$ cat src/rtl/pfw_pkg.sv
package pfw_pkg;
  typedef enum logic [2:0] {
    PF_IDLE,
    PF_POLL,
    PF_WAIT_S,
    PF_FETCH,
    PF_WAIT_D
  } pf_state_t;
endpackage

$ cat src/rtl/pfw_bus_ctrl.sv
module pfw_bus_ctrl #(
  parameter int AW       = 2,
  parameter int DW       = 8,
  parameter int ADDR_DI  = 0,
  parameter int ADDR_DO  = 1,
  parameter int ADDR_ST  = 2,
  parameter bit PF_EN    = 1'b1
) (
  input  logic          clk,
  input  logic          rst,
  input  logic [AW-1:0] bus_addr,
  input  logic          bus_rd,
  input  logic          bus_wr,
  input  logic [DW-1:0] st_shadow,
  input  logic          st_valid,
  input  logic [DW-1:0] do_shadow,
  input  logic          do_valid,
  input  logic          ret_valid,
  input  logic          ret_bus,
  input  logic [DW-1:0] ret_data,
  output logic          port_rd,
  output logic          port_wr,
  output logic          di_write,
  output logic [DW-1:0] bus_rdata,
  output logic          bus_ack,
  output logic          bus_wait
);
  localparam logic [AW-1:0] A_DI = AW'(ADDR_DI);
  localparam logic [AW-1:0] A_DO = AW'(ADDR_DO);
  localparam logic [AW-1:0] A_ST = AW'(ADDR_ST);

  logic sel_di, sel_do, sel_st, hit;

  always_comb begin
    sel_di   = (bus_addr == A_DI);
    sel_do   = (bus_addr == A_DO);
    sel_st   = (bus_addr == A_ST);
    hit      = PF_EN && ((sel_st && st_valid) || (sel_do && do_valid));
    port_rd  = bus_rd && !hit;
    port_wr  = bus_wr;
    di_write = bus_wr && sel_di;
  end

  always_ff @(posedge clk) begin
    if (rst) begin
      bus_ack   <= 1'b0;
      bus_wait  <= 1'b0;
      bus_rdata <= '0;
    end else begin
      bus_ack <= 1'b0;
      if (bus_wr) begin
        bus_ack <= 1'b1;
      end else if (bus_rd && hit) begin
        bus_ack   <= 1'b1;
        bus_rdata <= sel_st ? st_shadow : do_shadow;
      end else if (bus_rd) begin
        bus_wait <= 1'b1;
      end
      if (ret_valid && ret_bus) begin
        bus_ack   <= 1'b1;
        bus_wait  <= 1'b0;
        bus_rdata <= ret_data;
      end
    end
  end
endmodule

$ cat src/rtl/pfw_port_arb.sv
module pfw_port_arb #(
  parameter int AW = 2,
  parameter int DW = 8
) (
  input  logic          clk,
  input  logic          rst,
  input  logic          bus_wr_req,
  input  logic          bus_rd_req,
  input  logic [AW-1:0] bus_addr,
  input  logic [DW-1:0] bus_wdata,
  input  logic          pf_req,
  input  logic [AW-1:0] pf_addr,
  input  logic          di_write,
  output logic          pf_grant,
  output logic [AW-1:0] core_addr,
  output logic [DW-1:0] core_wdata,
  output logic          core_rd,
  output logic          core_wr,
  output logic          ret_valid,
  output logic          ret_bus,
  output logic          ret_pf
);
  logic issue_bus, issue_pf, bus_any;

  always_comb begin
    bus_any  = bus_wr_req || bus_rd_req;
    pf_grant = pf_req && !bus_any;
  end

  always_ff @(posedge clk) begin
    if (rst) begin
      core_rd    <= 1'b0;
      core_wr    <= 1'b0;
      core_addr  <= '0;
      core_wdata <= '0;
      issue_bus  <= 1'b0;
      issue_pf   <= 1'b0;
      ret_valid  <= 1'b0;
      ret_bus    <= 1'b0;
      ret_pf     <= 1'b0;
    end else begin
      core_wr   <= bus_wr_req;
      core_rd   <= (bus_rd_req && !bus_wr_req) || pf_grant;
      issue_bus <= bus_rd_req && !bus_wr_req;
      issue_pf  <= pf_grant;
      if (bus_any) core_addr <= bus_addr;
      else if (pf_grant) core_addr <= pf_addr;
      if (bus_wr_req) core_wdata <= bus_wdata;
      ret_valid <= core_rd;
      ret_bus   <= core_rd && issue_bus;
      ret_pf    <= core_rd && issue_pf && !di_write;
    end
  end
endmodule

$ cat src/rtl/pfw_prefetch.sv
module pfw_prefetch #(
  parameter int AW       = 2,
  parameter int DW       = 8,
  parameter int ADDR_DO  = 1,
  parameter int ADDR_ST  = 2,
  parameter int DONE_BIT = 0
) (
  input  logic          clk,
  input  logic          rst,
  input  logic          di_write,
  input  logic          pf_grant,
  input  logic          ret_pf,
  input  logic [DW-1:0] ret_data,
  output logic          pf_req,
  output logic [AW-1:0] pf_addr,
  output logic [DW-1:0] st_shadow,
  output logic          st_valid,
  output logic [DW-1:0] do_shadow,
  output logic          do_valid
);
  import pfw_pkg::*;

  pf_state_t state;

  always_comb begin
    pf_req  = (state == PF_POLL) || (state == PF_FETCH);
    pf_addr = (state == PF_FETCH) ? AW'(ADDR_DO) : AW'(ADDR_ST);
  end

  always_ff @(posedge clk) begin
    if (rst) begin
      state     <= PF_IDLE;
      st_shadow <= '0;
      st_valid  <= 1'b0;
      do_shadow <= '0;
      do_valid  <= 1'b0;
    end else if (di_write) begin
      state    <= PF_POLL;
      st_valid <= 1'b0;
      do_valid <= 1'b0;
    end else begin
      case (state)
        PF_POLL:   if (pf_grant) state <= PF_WAIT_S;
        PF_WAIT_S: if (ret_pf) begin
                     st_shadow <= ret_data;
                     st_valid  <= 1'b1;
                     state     <= ret_data[DONE_BIT] ? PF_FETCH : PF_POLL;
                   end
        PF_FETCH:  if (pf_grant) state <= PF_WAIT_D;
        PF_WAIT_D: if (ret_pf) begin
                     do_shadow <= ret_data;
                     do_valid  <= 1'b1;
                     state     <= PF_IDLE;
                   end
        default:   state <= PF_IDLE;
      endcase
    end
  end
endmodule

$ cat src/rtl/pf_bus_wrapper.sv
module pf_bus_wrapper #(
  parameter int AW       = 2,
  parameter int DW       = 8,
  parameter int ADDR_DI  = 0,
  parameter int ADDR_DO  = 1,
  parameter int ADDR_ST  = 2,
  parameter int DONE_BIT = 0,
  parameter bit PF_EN    = 1'b1
) (
  input  logic          clk,
  input  logic          rst,
  input  logic [AW-1:0] bus_addr,
  input  logic [DW-1:0] bus_wdata,
  input  logic          bus_rd,
  input  logic          bus_wr,
  output logic [DW-1:0] bus_rdata,
  output logic          bus_ack,
  output logic          bus_wait,
  output logic [AW-1:0] core_addr,
  output logic [DW-1:0] core_wdata,
  output logic          core_rd,
  output logic          core_wr,
  input  logic [DW-1:0] core_rdata
);
  logic          port_rd, port_wr, di_write;
  logic          pf_req, pf_grant;
  logic [AW-1:0] pf_addr;
  logic          ret_valid, ret_bus, ret_pf;
  logic [DW-1:0] st_shadow, do_shadow;
  logic          st_valid, do_valid;

  pfw_bus_ctrl #(
    .AW(AW), .DW(DW), .ADDR_DI(ADDR_DI), .ADDR_DO(ADDR_DO),
    .ADDR_ST(ADDR_ST), .PF_EN(PF_EN)
  ) u_ctrl (
    .clk(clk), .rst(rst), .bus_addr(bus_addr), .bus_rd(bus_rd),
    .bus_wr(bus_wr), .st_shadow(st_shadow), .st_valid(st_valid),
    .do_shadow(do_shadow), .do_valid(do_valid), .ret_valid(ret_valid),
    .ret_bus(ret_bus), .ret_data(core_rdata), .port_rd(port_rd),
    .port_wr(port_wr), .di_write(di_write), .bus_rdata(bus_rdata),
    .bus_ack(bus_ack), .bus_wait(bus_wait)
  );

  pfw_port_arb #(.AW(AW), .DW(DW)) u_arb (
    .clk(clk), .rst(rst), .bus_wr_req(port_wr), .bus_rd_req(port_rd),
    .bus_addr(bus_addr), .bus_wdata(bus_wdata), .pf_req(pf_req),
    .pf_addr(pf_addr), .di_write(di_write), .pf_grant(pf_grant),
    .core_addr(core_addr), .core_wdata(core_wdata), .core_rd(core_rd),
    .core_wr(core_wr), .ret_valid(ret_valid), .ret_bus(ret_bus),
    .ret_pf(ret_pf)
  );

  generate
    if (PF_EN) begin : g_pf
      pfw_prefetch #(
        .AW(AW), .DW(DW), .ADDR_DO(ADDR_DO), .ADDR_ST(ADDR_ST),
        .DONE_BIT(DONE_BIT)
      ) u_pf (
        .clk(clk), .rst(rst), .di_write(di_write), .pf_grant(pf_grant),
        .ret_pf(ret_pf), .ret_data(core_rdata), .pf_req(pf_req),
        .pf_addr(pf_addr), .st_shadow(st_shadow), .st_valid(st_valid),
        .do_shadow(do_shadow), .do_valid(do_valid)
      );
    end else begin : g_nopf
      assign pf_req    = 1'b0;
      assign pf_addr   = '0;
      assign st_shadow = '0;
      assign st_valid  = 1'b0;
      assign do_shadow = '0;
      assign do_valid  = 1'b0;
    end
  endgenerate
endmodule

$ cat config.mk
export PLATFORM = sky130hd
export DESIGN_NAME = pf_bus_wrapper
export DESIGN_NICKNAME = d
export VERILOG_FILES = /design/src/rtl/pfw_pkg.sv /design/src/rtl/pfw_bus_ctrl.sv /design/src/rtl/pfw_port_arb.sv /design/src/rtl/pfw_prefetch.sv /design/src/rtl/pf_bus_wrapper.sv
export SDC_FILE = /design/constraint.sdc
export NUM_CORES = 1
export LEC_CHECK = 0
export BUFFER_PORTS_ARGS = -buffer_cell sky130_fd_sc_hd__clkbuf_2
export CORE_MARGIN = 1
export CORE_UTILIZATION = 43
export CTS_CLUSTER_SIZE = 10
export DETAILED_ROUTE_END_ITERATION = 12
export PLACE_DENSITY = 0.66
export SETUP_SLACK_MARGIN = 0.4
export SLEW_MARGIN = 20
export SYNTH_ARGS = -nofsm -noshare
export SYNTH_HDL_FRONTEND = slang
export SYNTH_SLANG_ARGS = --single-unit
$ cat constraint.sdc
create_clock -name clk -period 2.9 [get_ports clk]
set_input_delay 0.29 -clock clk [delete_from_list [all_inputs] [get_ports clk]]
set_output_delay 0.29 -clock clk [all_outputs]
set_load 0.005 [all_outputs]
# Word-level counts from Yosys, hierarchy flattened
# Cells that the tools add are included.
op_classes:
  n_reduce_logical: 32
  n_eq_ne: 15
  n_bitwise: 3
  muxes: 17
op_table:
  columns: ["cell", "count"]
  rows:
  - ["8-bit 2-to-1 mux", 4]
  - ["3-bit 2-to-1 mux", 4]
  - ["3-bit != test (second input constant)", 4]
  - ["3-bit case mux with 4 select lines", 1]
  - ["1-bit logical AND", 11]
  - ["3-bit AND reduction", 3]
  - ["2-bit 2-to-1 mux", 4]
  - ["2-bit != test (second input constant)", 4]
  - ["4-bit AND reduction", 2]
  - ["3-bit by 2-bit equality test with 1-bit output (second input constant)", 2]
  - ["2-bit AND reduction", 3]
  - ["1-bit zero test", 4]
  - ["1-bit logical OR", 4]
  - ["1-bit 2-to-1 mux", 4]
  - ["2-bit nonzero test", 2]
  - ["2-bit OR reduction", 2]
  - ["3-bit by 1-bit equality test with 1-bit output (second input constant)", 1]
  - ["3-bit equality test (second input constant)", 1]
  - ["1-bit NOT", 3]
  - ["2-bit by 1-bit equality test with 1-bit output (second input constant)", 1]
  - ["2-bit equality test (second input constant)", 1]
  - ["2-bit zero test", 1]
  - ["2-bit by 1-bit != test with 1-bit output (second input constant)", 1]
totals:
  reg_bits: 48
  in_bits: 22
  wordCells: 85
  output_inout_bits: 22

# Longest topological paths before layout
# Gate-level depths: netlist of the first run.
logic_depth:
  depth_word: 11
  mapped_depth: 6
  mapped_depth_nobuf: 4

# Cells and area by module
# From an unflattened synthesis of the first run, not the netlist that was laid out.
hier_totals:
  hier_cells: 199
  hier_area_um2: 2147.1
modules_own_cells:
  columns: ["mod", "area_per_inst_um2", "cells_per_inst", "seq_area_each_um2", "instances"]
  rows:
  - ["pfw_prefetch", 952.2, 94, 420.4, 1]
  - ["pfw_port_arb", 628.1, 52, 340.3, 1]
  - ["pfw_bus_ctrl", 566.8, 53, 200.2, 1]

# Worst setup path after synthesis of the first run
# OpenSTA, ideal clock, no wires.
synth_path:
  path_type: "register to register"
  startpoint: "reg g_pf.u_pf.state[1]"
  endpoint: "reg g_pf.u_pf.state[1]"
  arrival_time_ns: 1.256
  stages_incl_launch_ff: 5
  period_less_slack_ns: 1.328
  slack_ns: 1.572
  path_buffers: 1
  setup_ns: 0.072
  required_ns: 2.828
  cell_sequence: "dfxtp_1 > buf_2 > or4b_1 > o2111ai_1 > mux2i_1"
synth_between:
  elab_chain_cells: 5
  word_cells_on_any_way: 12
  cone_classes: "8 x eq/ne; 1 x mux; 3 x reduce/logical"
synth_lines:
  columns: ["element", "line_no", "text"]
  rows:
  - ["start: declaration", "pfw_prefetch.sv:23", "pf_state_t state;"]
  - ["start signal: assignment", "pfw_prefetch.sv:47", "state <= ret_data[DONE_BIT] ? PF_FETCH : PF_POLL;"]
  - ["3-bit by 1-bit equality test with 1-bit output / 3-bit by 2-bit equality test with 1-bit output (equally long branches)", "pfw_prefetch.sv:26, pfw_prefetch.sv:42", null]
  - ["1-bit logical OR", "pfw_prefetch.sv:26", "pf_req = (state == PF_POLL) || (state == PF_FETCH);"]
  - ["1-bit logical AND", "pfw_port_arb.sv:27", "pf_grant = pf_req && !bus_any;"]
  - ["2-bit != test (no line)", null, null]
  - ["4-bit AND reduction (no line)", null, null]
# Several ways; a longest one is shown, not always the timed one.
# A chain may end at the register's enable or synchronous reset.

# Worst setup path after layout of the first run
layout_path:
  startpoint: "in bus_wr"
  endpoint: "reg g_pf.u_pf.do_shadow[2]"
layout_between:
  elab_chain_cells: 3
layout_lines:
  columns: ["element", "line_no", "text"]
  rows:
  - ["start: declaration", "pf_bus_wrapper.sv:15", "input logic bus_wr,"]
  - ["1-bit logical AND", "pfw_bus_ctrl.sv:41", "di_write = bus_wr && sel_di;"]
  - ["1-bit NOT (no line)", null, null]
  - ["3-bit AND reduction (no line)", null, null]
  - ["end signal: assignment", "pfw_prefetch.sv:51", "do_shadow <= ret_data;"]
  - ["end: declaration", "pfw_prefetch.sv:18", "output logic [DW-1:0] do_shadow,"]
# No other way between the ends.

==> flow_summary.yaml, run 1 <==
place:
  gp_congestion: 0.737
  io_buffers: 43
  hpwl_mm: 2.69
  placed_cell_area_sq_mm: 0.00223
floorplanning:
  start_util_pct: 45.2
  fp.dieH_um: 70.1
  die_x_um: 70.1
  io_pins: 44
  dieArea_sq_mm: 0.00492
  core_sq_mm: 0.00441
  rows: 24
critical_path:
  crit_start: "bus_wr"
  path_delay_family: "simple AND/OR/NAND/NOR gates"
  crit_required_ps: 3060
  crit_chain: "clkbuf_2 -> or3b_4 -> nand2_4 -> mux2i_1 -> nor2_1"
  critPathArrivalTime_ps: 1630
  reg2reg_from: "g_pf.u_pf.state[1]"
  cp-start-kind: "input port"
  crit_slowest_cell: "or3b_4"
  worst-path-max-fanout: 18
  critical_path_class: "in2reg"
  cp-end-kind: "register"
  cp_num_buf_inv: 1
  slowest_delay_ps: 540
logic_synthesis:
  yosysSeqAreaShare_pct: 48.1
  ys_seq_elements: 48
  synthesis.area_sq_mm: 0.00200
  synth_nets: 223
  synth_cells: 201
  yosysWarnings: 0
  syn_avg_cell_area_sq_um: 9.93
  synth_cell_types: 33
power:
  p_seq_share_pct: 55.8
  p_leak_nw: 1.01
  clockPowerShare_pct: 36.9
  power_density_mw_per_mm2: 525
  ir_worst_vdd_v: 0.000375
  p_comb_share_pct: 7.4
  p_int_w: 0.000961
  swShare_pct: 21.3
  switchingPower_w: 0.000260
timing:
  setup_viol: 0
  setup_tns_ps: 0
  period_needed_ps: 1470
  finClkSkew_ps: 5.86
  rsz0062_at_grt: "false"
  relSlewSlack_pct: 53.5
  period_share_pct: 50.6
  worstMarginPinSlew_ps: 698
  finalHoldViolCount: 0
  fmaxAchievable_mhz: 682
  drv_slew: 0
detailed_routing:
  drt_iter0_drc: 60
  num_vias: 1525
  first_pass_iters: 4
  wl_mm: 3.92
  routedWlPerCell_um: 13.5
  route.detailed.drc: 0
  ant_nets: 0
  via_per_inst: 5.24
finish:
  area_growth_pct: 16.4
  stdcell_area_sq_mm: 0.00232
  fin_util_pct: 52.7
  final_nets: 262
  final_common_cell: "dfxtp_1"
  nFillCells: 407
  antenna_cells: 0
  layout_common_cells: "dfxtp_1, clkbuf_2, mux2i_1"
  drive_gt1_share_pct: 28.0
outcome:
  status: "finished, final reports clean"
cts:
  clock_latency_ps: 290
  cts_buffer_depth: 2
  cts_tree: "yes"
  cts_sinks: 48
  cts_buffers: 5
  post_cts.repair.setup_buffers: 0
  clockRootBuffer: "clkbuf_8"
  cts.clk_slew.worst_paths_ps: 80
  holdBufCountCts: 0
  ctsResizeCount: 0
  htreeDepth: 2
grt:
  gr-total-overflow: 0
  grt_max_degree: 37
  grt_pass1_wl_mm: 6.71
  track_usage_pct: 17.6
  antenna_found_initial: 0
  grt_pass1_vias: 1415
run:
  cap_violations: 0
worst_hold_path:
  min_path_type: "in2reg"
  min_from: "bus_wdata[5]"
[kinds of logic after synthesis]
kind of cell	synth area share, %
AND/OR/NAND/NOR	21.4
AO/OA/AOI/OAI	10.4
buffers and inverters	2.57
multiplexers	17.5
flip-flops	48.1
[final timing paths]
kind | slack [ps] | cells after the start | end
setup / recovery | 1430 | 5 | g_pf.u_pf.do_shadow[2]
hold / removal | 230 | 3 | u_arb.core_wdata[5]
setup reg to reg | 1480 | 4 | g_pf.u_pf.st_shadow[7]
hold reg to reg | 430 | 1 | u_arb.ret_bus
[registers in the layout (all words and copies together), names as in the netlist, 2 cells and up]
signal and flops:
g_pf.u_pf.do_shadow 8, g_pf.u_pf.st_shadow 8, u_arb.core_wdata 8, u_ctrl.bus_rdata 8, g_pf.u_pf.state 3, u_arb.core_addr 2
[cells in the mapped netlist]
library cell	n	share of area, %
buf_4	1	0.38
a21oi_4	1	0.81
o21ai_1	8	2.0
and4bb_2	2	1.3
nand4b_1	1	0.44
nand3_1	10	2.5
nor2b_1	2	0.63
clkbuf_1	5	0.94
nand2_1	21	3.9
nand2_4	1	0.56
or3b_4	1	0.56
nand3b_1	2	0.75
nor3b_1	2	0.75
a211oi_1	3	1.1
nand3b_4	2	2.0
and2_1	1	0.31
nor3_1	1	0.25
nand2_2	1	0.31
buf_2	5	1.3
a21oi_1	10	2.5
mux2i_1	26	13
dfxtp_1	48	48
a221oi_1	1	0.44
a31oi_4	1	1.1
or4b_1	2	1.0
o21a_1	3	1.1
nor2_1	24	4.5
mux2_2	8	4.5
o2111ai_1	1	0.44
o21ba_2	1	0.50
nand2b_1	4	1.3
and3_1	1	0.31
a21boi_0	1	0.38
[per-layer routing]
metal	vias to the layer above	share of wire, %	global-route usage [%]	wire [um]
met2	43	45	27.9	1760
met3	4	6.1	5.92	239
li1	777	-	-	-
met4	0	1.3	6.00	49
met1	701	48	22.5	1870
met5	-	0	0	0
[power by group through the flow]
stage          registers, W  clock network, W  logic (W)
6_report           0.000681          0.000450  0.0000902
5_1_grt            0.000683          0.000488  0.0000995
4_1_cts            0.000681          0.000467  0.0000918
3_5_place_dp       0.000696                 0  0.0000913
3_3_place_gp       0.000696                 0  0.0000902
2_1_floorplan      0.000696                 0  0.0000522
[layout make-up]
| class | count | area, sq um | area share [%] |
|---|---|---|---|
| multi-input combinational | 142 | 985 | 42.4 |
| sequential | 48 | 961 | 41.3 |
| timing repair buffer | 43 | 215 | 9.26 |
| clock buffer | 5 | 68.8 | 2.96 |
| tap | 52 | 65.1 | 2.80 |
| clock inverter | 1 | 30.0 | 1.29 |
[through the flow]
stage	hold WS (ps)	std cells	total power (W)	worst slack (ps)
2_1_floorplan	405	201	0.000748	1570
3_3_place_gp	409	285	0.000786	1150
3_5_place_dp	414	285	0.000787	1110
4_1_cts	218	291	0.00124	1430
5_1_grt	220	291	0.00127	1310
6_report	228	291	0.00122	1430
[worst register-to-register path, cell delays in order (launching register included)]
cell and delay (ps):
dfxtp_1 480, and4bb_2 450, nand2_2 190, nand2_1 100
a21oi_1 60
No activity file was read; power rests on OpenSTA's default activity.
==> run 2: changes to the inputs <==
PLACE_DENSITY = 0.68   (was 0.66)
clock period = 1.32 ns   (was 2.9 ns; I/O delays follow)
==> run 2 against run 1 <==
Hold slack got worse by 160 ps. Cell area increased by 16%. Total power is 130% higher. Utilization rose by 8.6 points. Cell count up 7.2%. Critical endpoint is now g_pf.u_pf.state[1]. Sequential share of layout area is 4.7 points lower. Register-to-register slack got worse by 1400 ps. Setup slack worse by 1400 ps. Flip-flop and latch count did not move. First-iteration DRC count is 90% higher.
==> flow_summary.yaml, run 2 (synthesized netlist as in run 1, its figures left out) <==
cts:
  holdBufCountCts: 0
  cts_buffer_depth: 2
  clock_latency_ps: 300
  cts.clk_slew.worst_paths_ps: 90
  clockRootBuffer: "clkbuf_8"
  cts_tree: "yes"
  cts_sinks: 48
  cts_buffers: 5
  htreeDepth: 2
critical_path:
  r2r_cells: 3
  ff2ff_setup_slack_ps: 80
  reg2reg_from: "g_pf.u_pf.state[2]"
  r2r_end: "g_pf.u_pf.state[1]"
  crit_required_ps: 1550
  cp-end-kind: "register"
  cp-start-kind: "register"
  worst-path-max-fanout: 8
  critical_path_class: "reg2reg"
  critPathArrivalTime_ps: 1470
grt:
  grt_pass1_vias: 1649
  grt_pass1_wl_mm: 7.42
  gr-total-overflow: 0
  antenna_found_initial: 0
  track_usage_pct: 18.8
  grt_max_degree: 15
floorplanning:
  rows: 24
  io_pins: 44
  fp.dieH_um: 70.1
  core_sq_mm: 0.00441
  start_util_pct: 45.2
  die_x_um: 70.1
  dieArea_sq_mm: 0.00492
worst_hold_path:
  min_from: "bus_wdata[1]"
  min_to: "u_arb.core_wdata[1]"
  min_path_cells: 3
  min_path_type: "in2reg"
timing:
  finClkSkew_ps: 6.85
  drv_slew: 0
  period_needed_ps: 1240
  setup_tns_ps: 0
  relSlewSlack_pct: 71.3
  setup_viol: 0
  finalHoldWorstSlack_ps: 63.2
  rsz0062_at_grt: "true"
  finalHoldViolCount: 0
  period_share_pct: 94.1
  worstMarginPinSlew_ps: 430
  fmaxAchievable_mhz: 805
power:
  p_comb_share_pct: 9.5
  p_seq_share_pct: 53.4
  p_leak_nw: 1.16
  clockPowerShare_pct: 37.1
  switchingPower_w: 0.000628
  power_density_mw_per_mm2: 1030
  swShare_pct: 22.5
  ir_worst_vdd_v: 0.000732
  p_int_w: 0.00216
detailed_routing:
  num_vias: 1637
  ant_nets: 0
  route.detailed.drc: 0
  via_per_inst: 5.25
  routedWlPerCell_um: 14.0
  first_pass_iters: 4
  drt_iter0_drc: 114
  wl_mm: 4.35
place:
  io_buffers: 43
  hpwl_mm: 2.87
  gp_congestion: 0.743
finish:
  final_nets: 281
  area_growth_pct: 35.5
  antenna_cells: 0
  layout_common_cells: "clkbuf_2, dfxtp_1, mux2i_1"
  nFillCells: 378
  drive_gt1_share_pct: 50.4
  final_common_cell: "clkbuf_2"
outcome:
  status: "finished, final reports clean"
run:
  cap_violations: 0
==> run 2: how the worst max path moves through the flow <==
stage | start | to | slack [ps] | depth (start not counted)
after floorplan | g_pf.u_pf.state[1] | g_pf.u_pf.state[1] | 110 | 4
after global placement | bus_addr[0] | u_ctrl.bus_rdata[2] | 70 | 6
after detailed placement | bus_addr[1] | g_pf.u_pf.do_shadow[5] | 60 | 5
after CTS | g_pf.u_pf.state[0] | g_pf.u_pf.state[1] | 60 | 3
after global routing | g_pf.u_pf.st_valid | u_ctrl.bus_rdata[7] | 30 | 5
final | g_pf.u_pf.state[2] | g_pf.u_pf.state[1] | 80 | 3
==> run 2: worst max-delay path, cell delays in order, from the launching register on <==
cell,delay [ps]
dfxtp_4,370
or4b_4,510
o2111ai_2,110
mux2i_1,190
==> run 2: repair_timing <==
action,CTS,global route
pin swaps,9,26
resized for setup,11,38
setup endpoints to repair,36,48
hold endpoints to repair,0,0
buffers inserted,4,2
==> run 2: per-stage QoR <==
| stage | utilization, % | std cells | power, W | instance area, sq um | setup slack (ps) |
|---|---|---|---|---|---|
| 2_1_floorplan | - | 201 | 0.00166 | 2070 | 107 |
| 3_3_place_gp | 53.9 | 298 | 0.00176 | 2380 | 69.6 |
| 4_1_cts | 57.9 | 310 | 0.00280 | 2560 | 64.7 |
| 3_5_place_dp | 53.9 | 298 | 0.00177 | 2380 | 55.8 |
| 5_1_grt | 61.3 | 312 | 0.00291 | 2710 | 34.6 |
| 6_report | 61.3 | 312 | 0.00279 | 2710 | 77.9 |
==> run 2: per-layer routing <==
metal  vias to the layer above  global-route usage (%)  wire, um
met3                         6                    4.91       160
met2                        29                    30.8      2090
met4                         0                    6.00        55
li1                        822                       -         -
met1                       780                    24.3      2050
met5                         -                       0         0
==> run 2: cell type report <==
| type | count | area (sq um) | area share (%) |
|---|---|---|---|
| repair buffers | 62 | 398 | 14.7 |
| clock inverters | 2 | 35.0 | 1.30 |
| flip-flops and latches | 48 | 990 | 36.6 |
| multi-input cells | 142 | 1140 | 42.3 |
| well taps | 52 | 65.1 | 2.41 |
| clock buffers | 6 | 72.6 | 2.68 |
==> run 2: power groups by stage <==
stage	clock (W)	sequential, W	combinational, W
2_1_floorplan	0	0.00153	0.000127
3_3_place_gp	0	0.00153	0.000234
3_5_place_dp	0	0.00153	0.000237
4_1_cts	0.00106	0.00149	0.000248
5_1_grt	0.00113	0.00150	0.000288
6_report	0.00104	0.00149	0.000264
==> run 3: changes to the inputs <==
ABC_AREA = 1   (was not set)
SLEW_MARGIN = 10   (was 20)
==> run 3 against run 2 <==
Utilization grew 3.5 points. Cell area shrank 0.69%. Total power grew 5.3%. Setup slack lost 47 ps. Clock power grew 12%. Global-route usage grew 3.1 points. Critical path depth grew 3. Synthesized area shrank 3.6%. Combinational power grew 5%. Wire length grew 10%.
==> flow_summary.yaml, run 3 <==
power:
  clockPowerShare_pct: 39.5
  p_int_w: 0.00226
  p_leak_nw: 1.21
  switchingPower_w: 0.000677
  swShare_pct: 23.0
  ir_worst_vdd_v: 0.000686
  p_comb_share_pct: 9.4
  power_density_mw_per_mm2: 1090
  p_seq_share_pct: 51.2
logic_synthesis:
  synth_nets: 282
  yosysMostFrequentCell: "nor2_1"
  yosysTopAreaCell: "dfxtp_1"
  synth_cells: 260
  syn_avg_cell_area_sq_um: 7.41
  synthesis.area_sq_mm: 0.00193
  synth_flop_cell: "dfxtp_1"
  netlist_top_cells_count: "nor2_1, o21ai_0, dfxtp_1"
  synth_edf_count: 0
  yosysSeqAreaShare_pct: 49.9
  synth_cell_types: 17
  yosysTopAreaCellShare_pct: 49.9
  yosysWarnings: 0
  async_flop_share_pct: 0
  ys_seq_elements: 48
  synth.area.top_cells: "dfxtp_1, o21ai_0, nor2_1"
cts:
  cts_tree: "yes"
  clock_latency_ps: 310
  cts.clk_slew.worst_paths_ps: 80
  clockRootBuffer: "clkbuf_8"
  htreeDepth: 2
  cts_buffers: 5
  cts_sinks: 48
  holdBufCountCts: 0
  cts_buffer_depth: 2
timing:
  worstMarginPinSlew_ps: 326
  relSlewSlack_pct: 78.3
  drv_slew: 0
  setup_tns_ps: 0
  setup_viol: 0
  finalHoldViolCount: 0
  finClkSkew_ps: 6.52
  period_needed_ps: 1290
  period_share_pct: 97.7
  fmaxAchievable_mhz: 776
  rsz0062_at_grt: "true"
grt:
  antenna_found_initial: 0
  grt_pass1_wl_mm: 7.48
  grt_max_degree: 34
  track_usage_pct: 21.9
  gr-total-overflow: 0
  grt_pass1_vias: 1573
detailed_routing:
  met1Wirelength_mm: 2.16
  first_pass_iters: 5
  routedWlPerCell_um: 13.0
  top_layer: "met4"
  route.detailed.drc: 0
  met3_wirelength_um: 347
  via_per_inst: 5.11
  wl_met2_mm: 2.23
  drt_iter0_drc: 103
  wl_mm: 4.80
  num_vias: 1890
  ant_nets: 0
floorplanning:
  start_util_pct: 46.5
  die_x_um: 68.9
  dieArea_sq_mm: 0.00475
  rows: 23
  fp.dieH_um: 68.9
  core_sq_mm: 0.00414
  io_pins: 44
critical_path:
  critical_path_class: "reg2reg"
  crit_slowest_cell: "dfxtp_4"
  cp-start-kind: "register"
  cp-end-kind: "register"
  cp_num_buf_inv: 1
  slowest_delay_ps: 370
  crit_required_ps: 1570
  path_delay_family: "simple AND/OR/NAND/NOR gates"
  worst-path-max-fanout: 6
  crit_chain: "nor3_4 -> nand2_2 -> nor2_4 -> buf_6 -> o21ai_1 -> nor2_1"
  critPathArrivalTime_ps: 1540
finish:
  antenna_cells: 0
  stdcell_count: 370
  final_common_cell: "nor2_1"
  final_nets: 341
  layout_common_cells: "nor2_1, clkbuf_2, o21ai_0"
  drive_gt1_share_pct: 42.5
  stdcell_area_sq_mm: 0.00269
  area_growth_pct: 39.5
place:
  gp_congestion: 0.795
  io_buffers: 43
  placed_cell_area_sq_mm: 0.00227
  dp.cells: 348
  hpwl_mm: 3.01
outcome:
  status: "finished, final reports clean"
run:
  cap_violations: 0
worst_hold_path:
  min_path_type: "in2reg"
[run 3: changes by cell type in the layout (fill, tap and decap cells not counted), sizes merged, moves of 4 or more]
cell | previous run | this run
o21ai | 8 | 50
inv | 0 | 21
nand2b | 4 | 0
nand3b | 4 | 0
nor2 | 24 | 53
mux2i | 26 | 0
nand2 | 23 | 39
a21oi | 11 | 22
mux2 | 8 | 0
[run 3: path summary, 6_finish.rpt]
path | startpoint | end | slack (ps) | cells after the start
worst max-delay path | g_pf.u_pf.state[2] | g_pf.u_pf.st_shadow[6] | 30 | 6
worst min register to register | u_arb.issue_bus | u_arb.ret_bus | 420 | 2
worst max register to register | g_pf.u_pf.state[2] | g_pf.u_pf.st_shadow[6] | 30 | 6
worst min-delay path | bus_wdata[3] | u_arb.core_wdata[3] | 40 | 3
[run 3: worst min-delay path, stage by stage]
cell and delay [ps]:
clkbuf_2 70, nor2_1 30, nor2_1 80
[run 3: area by class of cell]
type / count / area, sq um
well taps: 50 / 62.6
flip-flops and latches: 48 / 996
multi-input cells: 181 / 1040
clock buffers: 7 / 96.3
repair buffers: 61 / 369
fillers: 379 / 1460
clock inverters: 1 / 30.0
inverters: 22 / 93.8
[run 3: per-layer routing]
metal / vias to the layer above / global-route usage [%]
met5: - / 0
li1: 968 / -
met4: 0 / 7.91
met1: 860 / 30.7
met2: 56 / 30.9
met3: 6 / 7.24
[run 3: per-stage QoR]
stage / power, W / util [%] / worst slack (ps) / hold WS [ps]
global placement: 0.00177 / 54.7 / 20.2 / 354
detailed placement: 0.00177 / 54.7 / 8.08 / 361
floorplan: 0.00166 / - / 213 / 267
global route: 0.00306 / 64.8 / -24.6 / 42.0
finish: 0.00294 / 64.8 / 30.7 / 44.4
CTS: 0.00293 / 60.5 / 77.0 / 40.0
[run 3: power groups by stage]
stage	sequential, W	combinational (W)	clock, W
floorplan	0.00154	0.000126	0
global placement	0.00154	0.000229	0
detailed placement	0.00154	0.000229	0
CTS	0.00150	0.000250	0.00118
global route	0.00151	0.000308	0.00124
finish	0.00150	0.000276	0.00116
[run 3: cells by family after synthesis]
| logic type | synth area share, % |
|---|---|
| DFF | 49.9 |
| buffers and inverters | 7.21 |
| AOI/OAI and AO/OA | 20.0 |
| and+or+nand+nor | 22.9 |
[run 3: what timing repair did]
item / CTS / global route
gates resized for setup: 24 / 42
pin swaps: 11 / 7
endpoints found under the hold margin: 0 / 0
gates cloned: 1 / 0
setup endpoints to repair: 34 / 52
setup buffers: 6 / 7
